$ cat src/rtl/lmem_pkg.sv
// Shared encodings for the local SRAM region selector.
// Assumes the access-kind and size codes below are fixed by the core pipeline.
package lmem_pkg;

    typedef enum logic [1:0] {
        KIND_IFETCH = 2'd0,
        KIND_DATA   = 2'd1,
        KIND_DEBUG  = 2'd2,
        KIND_DMA    = 2'd3
    } acc_kind_e;

    typedef enum logic [1:0] {
        SZ_BYTE = 2'd0,
        SZ_HALF = 2'd1,
        SZ_WORD = 2'd2,
        SZ_LINE = 2'd3
    } acc_size_e;

endpackage

$ cat src/rtl/lmem_cfg_regs.sv
// Holds the region configuration registers.
// Assumes one write port; a write is visible the cycle after its strobe.
module lmem_cfg_regs #(
    parameter int N_REGION = 2,
    parameter int BASE_W   = 20,
    parameter int SEL_W    = 1
) (
    input  logic                             clk,
    input  logic                             rst_n,
    input  logic                             we,
    input  logic [SEL_W-1:0]                 sel,
    input  logic [BASE_W-1:0]                base_in,
    input  logic                             valid_in,
    input  logic                             dbus_in,
    output logic [N_REGION-1:0][BASE_W-1:0]  base_o,
    output logic [N_REGION-1:0]              valid_o,
    output logic [N_REGION-1:0]              dbus_o
);

    for (genvar r = 0; r < N_REGION; r++) begin : g_reg
        // Purpose: clear one region on reset; load it when it is the write target.
        always_ff @(posedge clk) begin
            if (!rst_n) begin
                base_o[r]  <= '0;
                valid_o[r] <= 1'b0;
                dbus_o[r]  <= 1'b0;
            end else if (we && (int'(sel) == r)) begin
                base_o[r]  <= base_in;
                valid_o[r] <= valid_in;
                dbus_o[r]  <= dbus_in;
            end
        end
    end

endmodule

$ cat src/rtl/lmem_region_match.sv
// Decides whether one region claims the current access.
// Assumes the base is size-aligned, so only the upper address bits are compared.
module lmem_region_match #(
    parameter int BASE_W = 20
) (
    input  logic              req_valid,
    input  logic [1:0]        req_kind,
    input  logic [BASE_W-1:0] addr_hi,
    input  logic [BASE_W-1:0] base,
    input  logic              valid,
    input  logic              on_dbus,
    output logic              hit
);
    import lmem_pkg::*;

    logic bus_ok;

    // Purpose: check that the access travels on the bus this region is tied to.
    always_comb begin
        unique case (acc_kind_e'(req_kind))
            KIND_IFETCH: bus_ok = !on_dbus;
            KIND_DATA,
            KIND_DEBUG:  bus_ok = on_dbus;
            default:     bus_ok = 1'b0;
        endcase
    end

    // Purpose: combine the request, valid flag, bus check and address compare.
    always_comb begin
        hit = req_valid && valid && bus_ok && (addr_hi == base);
    end

endmodule

$ cat src/rtl/lmem_src_arbiter.sv
// Turns region hits and the ROM hit into a one-hot source select.
// Assumes the lower region index wins; the cache is the fallback.
module lmem_src_arbiter #(
    parameter int N_REGION = 2,
    parameter int SRC_W    = N_REGION + 2
) (
    input  logic                req_valid,
    input  logic [N_REGION-1:0] hits,
    input  logic                rom_hit,
    output logic [SRC_W-1:0]    src_sel,
    output logic                cache_inhibit
);
    localparam int ROM_IDX   = N_REGION;
    localparam int CACHE_IDX = N_REGION + 1;

    logic taken;

    // Purpose: give the grant to the first claimant in SRAM, ROM, cache order.
    always_comb begin
        src_sel = '0;
        taken   = 1'b0;
        if (req_valid) begin
            for (int r = 0; r < N_REGION; r++) begin
                if (hits[r] && !taken) begin
                    src_sel[r] = 1'b1;
                    taken      = 1'b1;
                end
            end
            if (!taken && rom_hit) begin
                src_sel[ROM_IDX] = 1'b1;
                taken            = 1'b1;
            end
            if (!taken) begin
                src_sel[CACHE_IDX] = 1'b1;
            end
        end
    end

    // Purpose: keep the cache untouched whenever a local source serves the access.
    always_comb begin
        cache_inhibit = req_valid && ((|hits) || rom_hit);
    end

endmodule

$ cat src/rtl/lmem_lane_gen.sv
// Computes byte-lane enables from the access size and low address bits.
// Assumes naturally aligned accesses; line accesses enable every lane.
module lmem_lane_gen #(
    parameter int LANES     = 4,
    parameter int LANE_LOG2 = $clog2(LANES)
) (
    input  logic                 req_valid,
    input  logic [1:0]           req_size,
    input  logic [LANE_LOG2-1:0] offset,
    output logic [LANES-1:0]     lane_en
);
    import lmem_pkg::*;

    int shift;

    // Purpose: pick the lanes that share the access's aligned block.
    always_comb begin
        case (acc_size_e'(req_size))
            SZ_BYTE: shift = 0;
            SZ_HALF: shift = 1;
            SZ_WORD: shift = 2;
            default: shift = LANE_LOG2;
        endcase
        if (shift > LANE_LOG2) shift = LANE_LOG2;
        for (int i = 0; i < LANES; i++) begin
            lane_en[i] = req_valid && ((i >> shift) == (int'(offset) >> shift));
        end
    end

endmodule

$ cat src/rtl/lmem_region_sel.sv
// Top: decodes each core access against the local SRAM regions and selects
// the data source, the cache-inhibit flag and the byte lanes in the same cycle.
// Assumes region bases are aligned to 2**REGION_LOG2 bytes.
module lmem_region_sel #(
    parameter int ADDR_W      = 32,
    parameter int REGION_LOG2 = 12,
    parameter int N_REGION    = 2,
    parameter int LANES       = 4,
    parameter int BASE_W      = ADDR_W - REGION_LOG2,
    parameter int SEL_W       = (N_REGION > 1) ? $clog2(N_REGION) : 1,
    parameter int SRC_W       = N_REGION + 2,
    parameter int LANE_LOG2   = $clog2(LANES)
) (
    input  logic              clk,
    input  logic              rst_n,
    input  logic              cfg_we,
    input  logic [SEL_W-1:0]  cfg_sel,
    input  logic [BASE_W-1:0] cfg_base,
    input  logic              cfg_valid,
    input  logic              cfg_on_dbus,
    input  logic              req_valid,
    input  logic [1:0]        req_kind,
    input  logic [ADDR_W-1:0] req_addr,
    input  logic [1:0]        req_size,
    input  logic              rom_hit,
    output logic [SRC_W-1:0]  src_sel,
    output logic              cache_inhibit,
    output logic [LANES-1:0]  lane_en
);

    logic [N_REGION-1:0][BASE_W-1:0] reg_base;
    logic [N_REGION-1:0]             reg_valid;
    logic [N_REGION-1:0]             reg_dbus;
    logic [N_REGION-1:0]             hits;

    lmem_cfg_regs #(
        .N_REGION (N_REGION),
        .BASE_W   (BASE_W),
        .SEL_W    (SEL_W)
    ) u_regs (
        .clk      (clk),
        .rst_n    (rst_n),
        .we       (cfg_we),
        .sel      (cfg_sel),
        .base_in  (cfg_base),
        .valid_in (cfg_valid),
        .dbus_in  (cfg_on_dbus),
        .base_o   (reg_base),
        .valid_o  (reg_valid),
        .dbus_o   (reg_dbus)
    );

    for (genvar r = 0; r < N_REGION; r++) begin : g_match
        lmem_region_match #(
            .BASE_W (BASE_W)
        ) u_match (
            .req_valid (req_valid),
            .req_kind  (req_kind),
            .addr_hi   (req_addr[ADDR_W-1:REGION_LOG2]),
            .base      (reg_base[r]),
            .valid     (reg_valid[r]),
            .on_dbus   (reg_dbus[r]),
            .hit       (hits[r])
        );
    end

    lmem_src_arbiter #(
        .N_REGION (N_REGION),
        .SRC_W    (SRC_W)
    ) u_arb (
        .req_valid     (req_valid),
        .hits          (hits),
        .rom_hit       (rom_hit),
        .src_sel       (src_sel),
        .cache_inhibit (cache_inhibit)
    );

    lmem_lane_gen #(
        .LANES     (LANES),
        .LANE_LOG2 (LANE_LOG2)
    ) u_lanes (
        .req_valid (req_valid),
        .req_size  (req_size),
        .offset    (req_addr[LANE_LOG2-1:0]),
        .lane_en   (lane_en)
    );

endmodule

$ cat config.mk
export PLATFORM = sky130hd
export DESIGN_NAME = lmem_region_sel
export DESIGN_NICKNAME = d
export VERILOG_FILES = /design/src/rtl/lmem_pkg.sv /design/src/rtl/lmem_cfg_regs.sv /design/src/rtl/lmem_region_match.sv /design/src/rtl/lmem_src_arbiter.sv /design/src/rtl/lmem_lane_gen.sv /design/src/rtl/lmem_region_sel.sv
export SDC_FILE = /design/constraint.sdc
export NUM_CORES = 1
export LEC_CHECK = 0
export CAP_MARGIN = 20
export CORE_MARGIN = 3
export CORE_UTILIZATION = 46
export DETAILED_ROUTE_END_ITERATION = 10
export PLACE_DENSITY = 0.8
export SYNTH_ARGS = -nofsm -noshare
export SYNTH_HDL_FRONTEND = slang
export SYNTH_SLANG_ARGS = --single-unit
$ cat constraint.sdc
create_clock -name clk -period 2.6 [get_ports clk]
set_input_delay 0.52 -clock clk [delete_from_list [all_inputs] [get_ports clk]]
set_output_delay 0.52 -clock clk [all_outputs]
set_load 0.01 [all_outputs]
==> impl_metrics.env <==
export IMPL_syn_instance_count=279
export IMPL_drive_above_1_share=0.186
export IMPL_clk_latency_ns=0.30
export IMPL_antenna_found_initial=0
export IMPL_violations="negative setup slack"
export IMPL_n_antenna_cell=0
export IMPL_final_setup_tns_ns=-0.0839
export IMPL_post_place_ws_ns=-0.825
export IMPL_end_kind="output port"
export IMPL_vias=2199
export IMPL_rsz0062_at_grt="yes"
export IMPL_synthTopCellsByArea="dfxtp_1, nand2_1, xor2_1, a21boi_0, a21boi_1"
export IMPL_grt_pass1_wl_um=10000
export IMPL_drt_iter0_drc=163
export IMPL_initial_core_util=0.498
export IMPL_ys_warn_count=0
export IMPL_synth_avg_cell_area_um2=8.14
export IMPL_drc=0
export IMPL_vias_per_cell=5.17
export IMPL_clockBufferDepth=2
export IMPL_power_density_mw_per_mm2=456
export IMPL_ant_nets=0
export IMPL_fin_crit_ns=2.62
export IMPL_yosysTopAreaCell="dfxtp_1"
export IMPL_slew_limit_headroom=0.745
export IMPL_cts_made_buffers=5
export IMPL_detail_route_wl_per_cell_um=14.8
export IMPL_dp_hpwl_um=4490
export IMPL_port_buffers=62
export IMPL_required_ns=2.08
export IMPL_syn_to_final_growth_pct=43.0
export IMPL_hold_class="reg2reg"
export IMPL_utilization=0.712
export IMPL_seqPwrFrac=0.491
export IMPL_total_leakage_power_nw=1.33
export IMPL_multi_input_area_mm2=0.00144
export IMPL_routed_wl_um=6290
export IMPL_switchingPower_mw=0.396
export IMPL_layout_setup_ws_ns=-0.0247
export IMPL_die_h_um=76.3
export IMPL_p_comb_frac=0.210
export IMPL_worst_clock_skew_ns=0
export IMPL_slew_viol_final=0
export IMPL_cp_slowest_cell="nor4_2"
export IMPL_yosysUniqueCellTypes=26
export IMPL_intPower_mw=1.08
export IMPL_run_status="finished with violations"
export IMPL_setup_viol=4
export IMPL_period_share=1.01
export IMPL_cts_root_buf="clkbuf_8"
export IMPL_cts_tree="yes"
export IMPL_yosys_register_bits=44
export IMPL_grt_remaining_overflow=0
export IMPL_worstPathMaxFanout=2
export IMPL_fin_cells=425
export IMPL_layout_nets=424
export IMPL_maxCapViolations=0
export IMPL_synth_seq_area_share=0.388
export IMPL_hold_viol=0
export IMPL_syn_num_nets=344
export IMPL_die_w_um=76.3
export IMPL_yosys_area_top_type_share=0.388
export IMPL_coreArea_mm2=0.00456
export IMPL_tightest_slew_ns=0.382
export IMPL_grt_start_max_net_pins=45
export IMPL_netlist_area_mm2=0.00227
export IMPL_path_cells="buf_6 > inv_4 > ha_4 > mux2i_2 > nor4_2 > buf_4 > nand2_4 > nor4_4 > o31a_1 > buf_2"
export IMPL_worstPathArrival_ns=2.10
export IMPL_crit_type="in2out"
export IMPL_track_usage=0.214
export IMPL_htreeDepth=2
export IMPL_slowest_delay_ns=0.35
export IMPL_clock_sinks=44
export IMPL_io_pins=73
export IMPL_num_rows=24
export IMPL_ir_drop_v=0.000252
export IMPL_seqCellArea_um2=881
export IMPL_routabilityCongestion=0.850
export IMPL_swShare=0.268
export IMPL_cp_start_kind="primary input"
export IMPL_dr_pass1_iters=4
export IMPL_ff2ff_setup_slack_ns=1.86
export IMPL_path_clk_slew_ns=0.08
export IMPL_clockPowerShare=0.299
export IMPL_grt_pass1_vias=2223
export IMPL_fmax_mhz=381
export IMPL_n_fill_cell=376
export IMPL_die_area_mm2=0.00582
export IMPL_dp_cells=415
state kept, by name, indices dropped and copies added (netlist names):
signal and count:
u_regs.valid_o 2, u_regs.base_o 40, u_regs.dbus_o 2
power groups by stage:
stage / combinational [mW] / clock, mW / sequential (mW)
CTS: 0.305 / 0.454 / 0.726
global route: 0.336 / 0.478 / 0.730
detailed placement: 0.302 / 0 / 0.741
global placement: 0.297 / 0 / 0.739
floorplan: 0.132 / 0 / 0.737
finish: 0.311 / 0.443 / 0.727
worst max-delay path: cells and delay by family:
| family | cells | cell delay [ns] |
|---|---|---|
| mux | 1 | 0.06 |
| compound gates | 1 | 0.16 |
| simple gates | 3 | 0.69 |
| fa+ha+maj | 1 | 0.25 |
| buf+inv | 4 | 0.41 |
cells in the mapped netlist:
master     n
nand2_1   93
dfxtp_1   44
xor2_1    35
a21boi_0  29
a21boi_1  15
nor4_1    14
clkbuf_1  12
xnor2_1    5
nor2_1     4
inv_1      3
nand4_1    3
nor2b_1    3
a21oi_1    2
mux2i_1    2
nand2b_1   2
nor3_1     2
o21a_1     2
and2_1     1
ha_1       1
nand3_1    1
nand4_2    1
nor3b_1    1
nor4_4     1
nor4b_2    1
o31a_1     1
o31ai_1    1
layout by cell type (no fill, tap or decap), types with 2 or more instances in the layout:
cell / netlist / layout
xor2_1: 35 / 30
nand4_1: 3 / 3
a21oi_1: 2 / 2
o21a_1: 2 / 2
dlygate4sd2_1: 0 / 5
dfxtp_1: 44 / 44
clkdlybuf4s50_1: 0 / 36
nand2b_1: 2 / 2
buf_6: 0 / 4
clkbuf_1: 12 / 2
buf_2: 0 / 11
xnor2_2: 0 / 2
nor2b_1: 3 / 3
xor2_2: 0 / 5
clkdlybuf4s15_2: 0 / 4
nor4_2: 0 / 3
buf_4: 0 / 22
nor4_1: 14 / 11
nand2_1: 93 / 92
nor2_1: 4 / 4
xnor2_1: 5 / 3
a21boi_0: 29 / 29
clkbuf_8: 0 / 6
clkdlybuf4s15_1: 0 / 2
a21boi_1: 15 / 15
nor3_1: 2 / 2
stage by stage:
stage	hold slack [ns]	total power [mW]	cell area (um2)
floorplan	0.435	0.869	2270
CTS	0.458	1.48	3250
finish	0.460	1.48	3250
detailed placement	0.446	1.04	3090
global placement	0.443	1.04	3090
global route	0.491	1.54	3250
logic make-up after synthesis:
family	Yosys count	synth area share
simple gates	127	0.255
compound gates	50	0.164
flops	44	0.388
xor+xnor	40	0.154
buf+inv	15	0.0248
mux	2	0.00882
fa+ha+maj	1	0.00551
final timing paths:
path	startpoint	end	depth (start not counted)
setup / recovery	req_kind[1]	cache_inhibit	10
hold reg to reg	u_regs.valid_o[1]	u_regs.valid_o[1]	2
setup reg to reg	u_regs.base_o[27]	u_regs.base_o[27]	2
hold / removal	u_regs.valid_o[1]	u_regs.valid_o[1]	2
final cells by class:
type                       count  area share
tap                           65      0.0250
timing repair buffer          85       0.228
clock buffer                   8      0.0277
inverter                       3     0.00424
multi-input combinational    220       0.444
sequential                    44       0.271
timing repair:
item | 4_1_cts | 5_1_grt
endpoints found under the setup margin | 5 | 5
hold buffers | 0 | 0
pin swaps | 16 | 8
buffers inserted | 4 | 0
gates resized for setup | 87 | 15
metal layers:
metal	vias to the layer above	global-route usage	routed length, um
li1	1082	-	-
met1	1049	0.236	2560
met2	54	0.395	3310
met3	14	0.0508	292
met4	0	0.0779	131
met5	-	0	0
Power figures use the tool's default switching activity.
